### config.mk
export PLATFORM = sky130hd
export DESIGN_NAME = pcib_claim_decode
export DESIGN_NICKNAME = d
export VERILOG_FILES = /design/src/rtl/pcib_claim_pkg.sv /design/src/rtl/pcib_win_cmp.sv /design/src/rtl/pcib_cfg_dec.sv /design/src/rtl/pcib_claim_decode.sv
export SDC_FILE = /design/constraint.sdc
export NUM_CORES = 1
export LEC_CHECK = 0
export ABC_AREA = 1
export BUFFER_PORTS_ARGS = -buffer_cell sky130_fd_sc_hd__buf_2
export CORE_MARGIN = 2
export CORE_UTILIZATION = 45
export DETAILED_ROUTE_END_ITERATION = 16
export PLACE_DENSITY = 0.78
export SLEW_MARGIN = 20
export SYNTH_ARGS = -nofsm -noshare
export SYNTH_HDL_FRONTEND = slang
export SYNTH_SLANG_ARGS = --single-unit
export TNS_END_PERCENT = 10
### constraint.sdc
create_clock -name clk -period 3.6 [get_ports clk]
set_clock_uncertainty 0.2 [all_clocks]
set_input_delay 0.36 -clock clk [delete_from_list [all_inputs] [get_ports clk]]
set_output_delay 0.36 -clock clk [all_outputs]
set_load 0.005 [all_outputs]
### src/rtl/pcib_claim_pkg.sv
`timescale 1ns/1ps
package pcib_claim_pkg;

    localparam int ADDR_W = 32;
    localparam int BUS_W  = 8;
    localparam int NFUNC  = 8;
    localparam int FN_W   = $clog2(NFUNC);
    localparam int NWIN   = 3;

    localparam int WIN_IO   = 0;
    localparam int WIN_MEM  = 1;
    localparam int WIN_MMIO = 2;

    localparam logic [3:0] CMD_INTA  = 4'b0000;
    localparam logic [3:0] CMD_SPEC  = 4'b0001;
    localparam logic [3:0] CMD_IORD  = 4'b0010;
    localparam logic [3:0] CMD_IOWR  = 4'b0011;
    localparam logic [3:0] CMD_MEMRD = 4'b0110;
    localparam logic [3:0] CMD_MEMWR = 4'b0111;
    localparam logic [3:0] CMD_CFGRD = 4'b1010;
    localparam logic [3:0] CMD_CFGWR = 4'b1011;

    // Outcome of one address-phase decode
    typedef enum logic [2:0] {
        ACT_NONE,
        ACT_LOCAL,
        ACT_PASS,
        ACT_PASS_T0,
        ACT_PASS_SPC
    } action_e;

    typedef struct packed {
        logic    vld;
        action_e act;
    } dec_t;

    // Type 1 write aimed at device 31, function 7, register 0
    function automatic logic is_spc_req(input logic [23:0] a);
        return (a[1:0] == 2'b01) && (a[15:11] == 5'h1F) &&
               (a[10:8] == 3'h7) && (a[7:2] == 6'h00);
    endfunction

    function automatic logic is_pass(input action_e a);
        return (a == ACT_PASS) || (a == ACT_PASS_T0) || (a == ACT_PASS_SPC);
    endfunction

endpackage

### src/rtl/pcib_win_cmp.sv
`timescale 1ns/1ps
module pcib_win_cmp #(
    parameter int W = 32
) (
    input  logic [W-1:0] addr,
    input  logic [W-1:0] base,
    input  logic [W-1:0] limit,
    output logic         hit
);
    logic enabled;

    always_comb begin
        enabled = (limit >= base);
        hit     = enabled && (addr >= base) && (addr <= limit);
    end
endmodule

### src/rtl/pcib_cfg_dec.sv
`timescale 1ns/1ps
module pcib_cfg_dec
    import pcib_claim_pkg::*;
(
    input  logic             is_wr,
    input  logic [23:0]      a,
    input  logic             idsel,
    input  logic [NFUNC-1:0] func_present,
    input  logic [BUS_W-1:0] sec_bus,
    input  logic [BUS_W-1:0] sub_bus,
    output action_e          act
);
    logic [BUS_W-1:0] tbus;
    logic [FN_W-1:0]  fn;
    logic             behind;

    always_comb begin
        tbus   = a[16 +: BUS_W];
        fn     = a[8 +: FN_W];
        behind = (tbus > sec_bus) && (tbus <= sub_bus);
        act    = ACT_NONE;
        unique case (a[1:0])
            2'b00: if (idsel && func_present[fn]) act = ACT_LOCAL;
            2'b01: begin
                if (is_wr && is_spc_req(a)) begin
                    if (tbus == sec_bus) act = ACT_PASS_SPC;
                end else if (tbus == sec_bus) begin
                    act = ACT_PASS_T0;
                end else if (behind) begin
                    act = ACT_PASS;
                end
            end
            default: act = ACT_NONE;
        endcase
    end
endmodule

### src/rtl/pcib_claim_decode.sv
`timescale 1ns/1ps
module pcib_claim_decode
    import pcib_claim_pkg::*;
(
    input  logic              clk,
    input  logic              rst,
    input  logic              addr_valid,
    input  logic [3:0]        cmd,
    input  logic [ADDR_W-1:0] ad,
    input  logic              idsel,
    input  logic [NFUNC-1:0]  func_present,
    input  logic [ADDR_W-1:0] io_base,
    input  logic [ADDR_W-1:0] io_limit,
    input  logic [ADDR_W-1:0] mem_base,
    input  logic [ADDR_W-1:0] mem_limit,
    input  logic [ADDR_W-1:0] mmio_base,
    input  logic [ADDR_W-1:0] mmio_limit,
    input  logic [BUS_W-1:0]  sec_bus,
    input  logic [BUS_W-1:0]  sub_bus,
    output logic              dec_valid,
    output logic              claim,
    output logic              forward,
    output logic              to_type0,
    output logic              internal,
    output logic              special
);
    logic [NWIN-1:0][ADDR_W-1:0] wbase;
    logic [NWIN-1:0][ADDR_W-1:0] wlim;
    logic [NWIN-1:0]             whit;
    action_e                     cfg_act;
    action_e                     act_d;
    dec_t                        dec_q;

    always_comb begin
        wbase[WIN_IO]   = io_base;
        wlim[WIN_IO]    = io_limit;
        wbase[WIN_MEM]  = mem_base;
        wlim[WIN_MEM]   = mem_limit;
        wbase[WIN_MMIO] = mmio_base;
        wlim[WIN_MMIO]  = mmio_limit;
    end

    for (genvar g = 0; g < NWIN; g++) begin : g_win
        pcib_win_cmp #(.W(ADDR_W)) u_win (
            .addr  (ad),
            .base  (wbase[g]),
            .limit (wlim[g]),
            .hit   (whit[g])
        );
    end

    pcib_cfg_dec u_cfg (
        .is_wr        (cmd == CMD_CFGWR),
        .a            (ad[23:0]),
        .idsel        (idsel),
        .func_present (func_present),
        .sec_bus      (sec_bus),
        .sub_bus      (sub_bus),
        .act          (cfg_act)
    );

    always_comb begin
        act_d = ACT_NONE;
        case (cmd)
            CMD_IORD, CMD_IOWR:
                if (whit[WIN_IO]) act_d = ACT_PASS;
            CMD_MEMRD, CMD_MEMWR:
                if (whit[WIN_MEM] || whit[WIN_MMIO]) act_d = ACT_PASS;
            CMD_CFGRD, CMD_CFGWR:
                act_d = cfg_act;
            default:
                act_d = ACT_NONE;
        endcase
    end

    always_ff @(posedge clk) begin
        if (rst || !addr_valid) begin
            dec_q.vld <= rst ? 1'b0 : 1'b0;
            dec_q.act <= ACT_NONE;
        end else begin
            dec_q.vld <= 1'b1;
            dec_q.act <= act_d;
        end
    end

    always_comb begin
        dec_valid = dec_q.vld;
        forward   = is_pass(dec_q.act);
        internal  = (dec_q.act == ACT_LOCAL);
        to_type0  = (dec_q.act == ACT_PASS_T0);
        special   = (dec_q.act == ACT_PASS_SPC);
        claim     = (dec_q.act != ACT_NONE);
    end
endmodule

# Word-level counts from Yosys, hierarchy flattened
# Cells that the tools add are included.
dict set report word_totals {
  elab_cells 63
  inputBits 256
  out_inout_bits 6
  register_bits 4
}
dict set report op_classes {
  reduce_logical 23
  mux 12
  n_eq_ne 14
  n_lt_le_gt_ge 12
}
# op n
set ops {}
lappend ops {{greater-or-equal comparator 32 bit} 6}
lappend ops {{less-or-equal comparator 32 bit} 3}
lappend ops {{logical AND 1 bit} 12}
lappend ops {{two-way mux 3 bit} 3}
lappend ops {{case mux 3 bit (3 select lines)} 1}
lappend ops {{equality test 4 x 2 -> 1 bit, second input constant} 2}
lappend ops {{equality test 4 x 3 -> 1 bit, second input constant} 2}
lappend ops {{equality test 4 bit, second input constant} 2}
lappend ops {{equality test 8 bit} 1}
lappend ops {{greater-than comparator 8 bit} 1}
lappend ops {{less-or-equal comparator 8 bit} 1}
lappend ops {{equality test 3 x 2 -> 1 bit, second input constant} 2}
lappend ops {{equality test 3 bit, second input constant} 2}
lappend ops {{zero test 6 bit} 1}
lappend ops {{two-way mux 2 bit} 3}
lappend ops {{case mux 3 bit (2 select lines)} 1}
lappend ops {{OR reduction 2 bit} 3}
lappend ops {{equality test 5 bit, second input constant} 1}
lappend ops {{logical OR 1 bit} 4}
lappend ops {{< comparator 3 x 4 -> 1 bit, second input constant} 1}
lappend ops {{two-way mux 4 bit} 1}
lappend ops {{binary-select mux 1 bit (select 3 bit)} 1}
lappend ops {{equality test 3 x 1 -> 1 bit, second input constant} 1}
lappend ops {{nonzero test 3 bit} 1}
lappend ops {{other kinds (4)} 5}

# Logic depth before layout (Yosys ltp)
dict set report depth {
  ltp_word 9
  depth_mapped 20
  ltp_nobuf 20
}

# Cells and area by module
# From an unflattened synthesis, not the netlist that was laid out.
dict set report hier_totals {
  hier_cells 1334
  hier_area_um2 8244.2
}
# mod seq_area_each_um2 area_each_um2 cells_each n_inst
set modules_own_cells {}
lappend modules_own_cells {{pcib_win_cmp at g_win[0].u_win ...} 0.0 2479.9 396 2}
lappend modules_own_cells {{pcib_win_cmp at g_win[1].u_win} 0.0 2457.4 393 1}
lappend modules_own_cells {pcib_cfg_dec 0.0 619.3 115 1}
lappend modules_own_cells {pcib_claim_decode 80.1 207.7 34 1}

# Worst setup path after synthesis
# OpenSTA, ideal clock, no wires.
dict set report synth_path {
  path_type {input to register}
  from {in mmio_base[11]}
  to {reg dec_q[1] (netlist name)}
  cell_stages 15
  setup_time_ps 109
  arrival_time_ps 1499
  required_time_ps 3291
  n_path_buf 0
  path_slack_ps 1792
  path_cell_list {inv_1 ha_1 a21o_1 o21ai_1 nand2_1 nor2_1 nand2_1 nand2_1 nand2_1 nand3_1 nand2_1 nand2_1 nand3_1 nand2_1 inv_1}
}
dict set report synth_via {
  elab_chain_cells 6
  elab_cells_between_ends 7
  cone_classes {order compare (2); mux (2); reduce/logical (3)}
}
# item line_no
set synth_rtl {}
lappend synth_rtl {{from (decl)} pcib_claim_decode.sv:16} ;# input logic [ADDR_W-1:0] mmio_base,
lappend synth_rtl {{greater-or-equal comparator 32 bit, on equally long branches} {pcib_win_cmp.sv:13, pcib_win_cmp.sv:14}}
lappend synth_rtl {{logical AND 1 bit (*) (2 in a row)} pcib_win_cmp.sv:14} ;# hit = enabled && (addr >= base) && (addr <= limit);
lappend synth_rtl {{logical OR 1 bit (*)} pcib_claim_decode.sv:68} ;# if (whit[WIN_MEM] || whit[WIN_MMIO]) act_d = ACT_PASS;
lappend synth_rtl {{two-way mux 2 bit (*)} pcib_claim_decode.sv:68}
lappend synth_rtl {{case mux 3 bit (3 select lines) (*)} pcib_claim_decode.sv:64} ;# case (cmd)
lappend synth_rtl {{to (decl)} pcib_claim_decode.sv:32} ;# dec_t dec_q;
# Mark *: on every way between the ends. The rest lies on a longest branch, timed or not.
# A chain may end at the register's enable or synchronous reset.

# Worst setup path in the final report
dict set report layout_path {
  from {in ad[19]}
  to {reg dec_q[1] (netlist name)}
}
dict set report layout_via {
  elab_chain_cells 7
  elab_cells_between_ends 24
  cone_classes {order compare (8); eq/ne (1); mux (7); reduce/logical (8)}
}
# item line_no
set layout_rtl {}
lappend layout_rtl {{from (decl)} pcib_claim_decode.sv:9} ;# input logic [ADDR_W-1:0] ad,
lappend layout_rtl {{greater-than comparator 8 bit or less-or-equal comparator 8 bit (tied branches)} pcib_cfg_dec.sv:20} ;# behind = (tbus > sec_bus) && (tbus <= sub_bus);
lappend layout_rtl {{logical AND 1 bit} pcib_cfg_dec.sv:20}
lappend layout_rtl {{two-way mux 2 bit} pcib_cfg_dec.sv:29} ;# end else if (behind) begin
lappend layout_rtl {{two-way mux 3 bit} pcib_cfg_dec.sv:27} ;# end else if (tbus == sec_bus) begin
lappend layout_rtl {{two-way mux 3 bit} pcib_cfg_dec.sv:25} ;# if (is_wr && is_spc_req(a)) begin
lappend layout_rtl {{case mux 3 bit (2 select lines)} pcib_cfg_dec.sv:22} ;# unique case (a[1:0])
lappend layout_rtl {{case mux 3 bit (3 select lines) (*)} pcib_claim_decode.sv:64}
# Marks and branches as above.

==> results.md <==
* Status: complete, no violations
* H-Tree Depth at 1
* Die area at 18870 um^2
* Crit Path Category: in -> reg
* Worst slew margin at 0.6594
* Routability cong. at just over 0.9
* Placed cells at between 1.5k and 2k
* Pwr Density at roughly 130 nW/um^2
* Synth Warn # at 0
* DRC errors left at 0
* Area Overhead vs Synth at 20.81%
* Clock transition at path regs at ~30 ps
* Synth async-reset ratio at 0
* Starting Density at 0.4611
* I/O pins at 262
* Post-Syn Area at about 8000 um^2
* Design Power at about 0.0013 W
* Layout Cells excl Fill at around 1.7k
* Critical path data required time at 3570 ps
* Distinct cells, synth at 32
* CTS root buffer: clkbuf_16
* Predominant post-synthesis flop cell: dfxtp_1
* MaxCap Viol Count at 0
* Synth Net Count at around 1.8k
* Startpoint types: primary input
* Final hold vios at 0
* Post-layout nets at 2072
* Inserted Clock Buffers at 3
* Unrepaired setup endpoints after global routing: no
* Vias in the first global route at around 8.5k
* Die width at about 140 um
* Initial antenna violation count at 1
* Slew Limit Fails at 0
* Drt wl/cell at between 10 and 15 um
* Min cycle time layout at around 2100 ps
* PortBufs at ~260
* Leakage at around 6.2 nW
* Num Clock Sinks at 4
* Cts hold-fix bufs at 0
* Nature of the critical path endpoint: flip-flop
* First-pass GRT wire length at between 30000 and 40000 um
* Hold Crit Class: in -> reg
* DP Area at 9592 um^2
* Resized cells post-CTS at 0
* Fraction of the yosys area taken by sequential cells at 0.01000
* Final ANT Viol Nets at 0
* Drt first pass iters at 5
* VDD IR max at 0.2554 mV
* Total gr overflow at 0
* Pin count of the biggest net entering global routing at 12
* Drt via density at between 5 and 6
* Setup Fix Bufs, Post-CTS at 0
* DR iter-0 viols at roughly 350
* #FFs+latches synth at 4
* Area contributors post-synth: ha_1, inv_1, nand2_1, a21oi_1, nor2_1
* Worst EP arrival at around 2100 ps
* CP max FO at 8
* Max Fclk at approximately 0.47 GHz
* Routed vias at ~8.7k
* Dpl ws at about 1200 ps
* Core area at approximately 17000 um^2
* Final period util at 0.5891
* Top-area cell type share of the netlist area at 0.4752
* Average size of a mapped cell at 6.424 um^2
* Slew @ Worst Pin at 507.1 ps
* Row Count at 48
* Design Area, Final at between 9000 and 10000 um^2
* Syn Inst Count at ~1.2k
* Post-DP HPWL at roughly 22000 um
* Final WL at ~24000 um
* Setup violators final at 0
* Final setup margin at 1479 ps
* All-Layer GR Usage at 0.2484
* Die Y at ~140 um
* Max Buffers Root-to-Sink at 2
* Cell taking the most area after synthesis: ha_1
* Aggregate negative setup slack at 0 ps
* Synth cell count leaders: ha_1, inv_1, nand2_1
* Share of layout cells above drive strength 1 at 0.1881
* Post-synth EDFFs at 0
* Count leader, synth: ha_1
* CTS tree: done
per-layer routing:
| layer | wire [um] | global-route usage | up-vias |
|---|---|---|---|
| li1 | - | - | 4635 |
| met1 | 11190 | 0.3295 | 3815 |
| met4 | 722 | 0.07159 | 0 |
| met5 | 0 | 0 | - |
| met3 | 1224 | 0.01876 | 39 |
| met2 | 10500 | 0.4292 | 242 |
final cells by class:
type | count | area, um^2
Inverter | 274 | 1028
Tap cell | 225 | 281.5
Timing Repair Buffer | 261 | 1306
Clock buffer | 3 | 75.07
Fill cell | 1741 | 7687
Multi-Input combinational cell | 968 | 6895
Antenna cell | 1 | 2.502
Sequential cell | 4 | 80.08
worst paths after layout:
path | from | to | slack (ps) | depth (start not counted)
min | rst | dec_valid | 160 | 2
max | ad[19] | dec_q[1] | 1480 | 12
logic make-up after synthesis:
kind of cell,Yosys count,share of synthesized area
flops,4,0.01001
simple gates,451,0.2398
compound gates,213,0.1465
fa+ha+maj,304,0.4752
buf+inv,274,0.1285
per-stage QoR:
step / hold WS [ps] / util
2_1_floorplan: 254.7 / -
3_3_place_gp: 394.4 / 0.5526
3_5_place_dp: 389.6 / 0.5526
4_1_cts: 155.3 / 0.5569
5_1_grt: 175.1 / 0.5571
6_report: 156.2 / 0.5571
critical path: stages:
cell     delay [ps]
buf_2           170
ha_1            340
nand4_1         170
nor4_4          340
nand4_1         190
nand2_1         110
nand3_1         100
nand2_1          90
nand2_1          50
nand3_1          80
nand2_1          50
inv_1            50
cells in the final DEF, fill, tap and decap left out, types with 15 or more instances in the layout:
cell,n
nand4_1,21
o21ai_0,36
nand2_1,273
a21oi_1,134
ha_1,304
o21a_1,15
nand3_1,23
inv_1,274
nor2_1,100
buf_2,261
flip-flops by register name, summed over array words and instances, names as in the netlist:
| signal | cells |
|---|---|
| dec_q | 3 |
| dec_valid | 1 |
power breakdown:
part	leakage (nW)	total [W]	internal (W)	switching, W
Clock	0.0370	0.000174	0.000142	0.0000317
Combinational	6.17	0.00103	0.000439	0.000594
Sequential	0.0325	0.0000457	0.0000454	0.000000236
Total	6.24	0.00125	0.000626	0.000626
(Power assumes the default switching activity.)
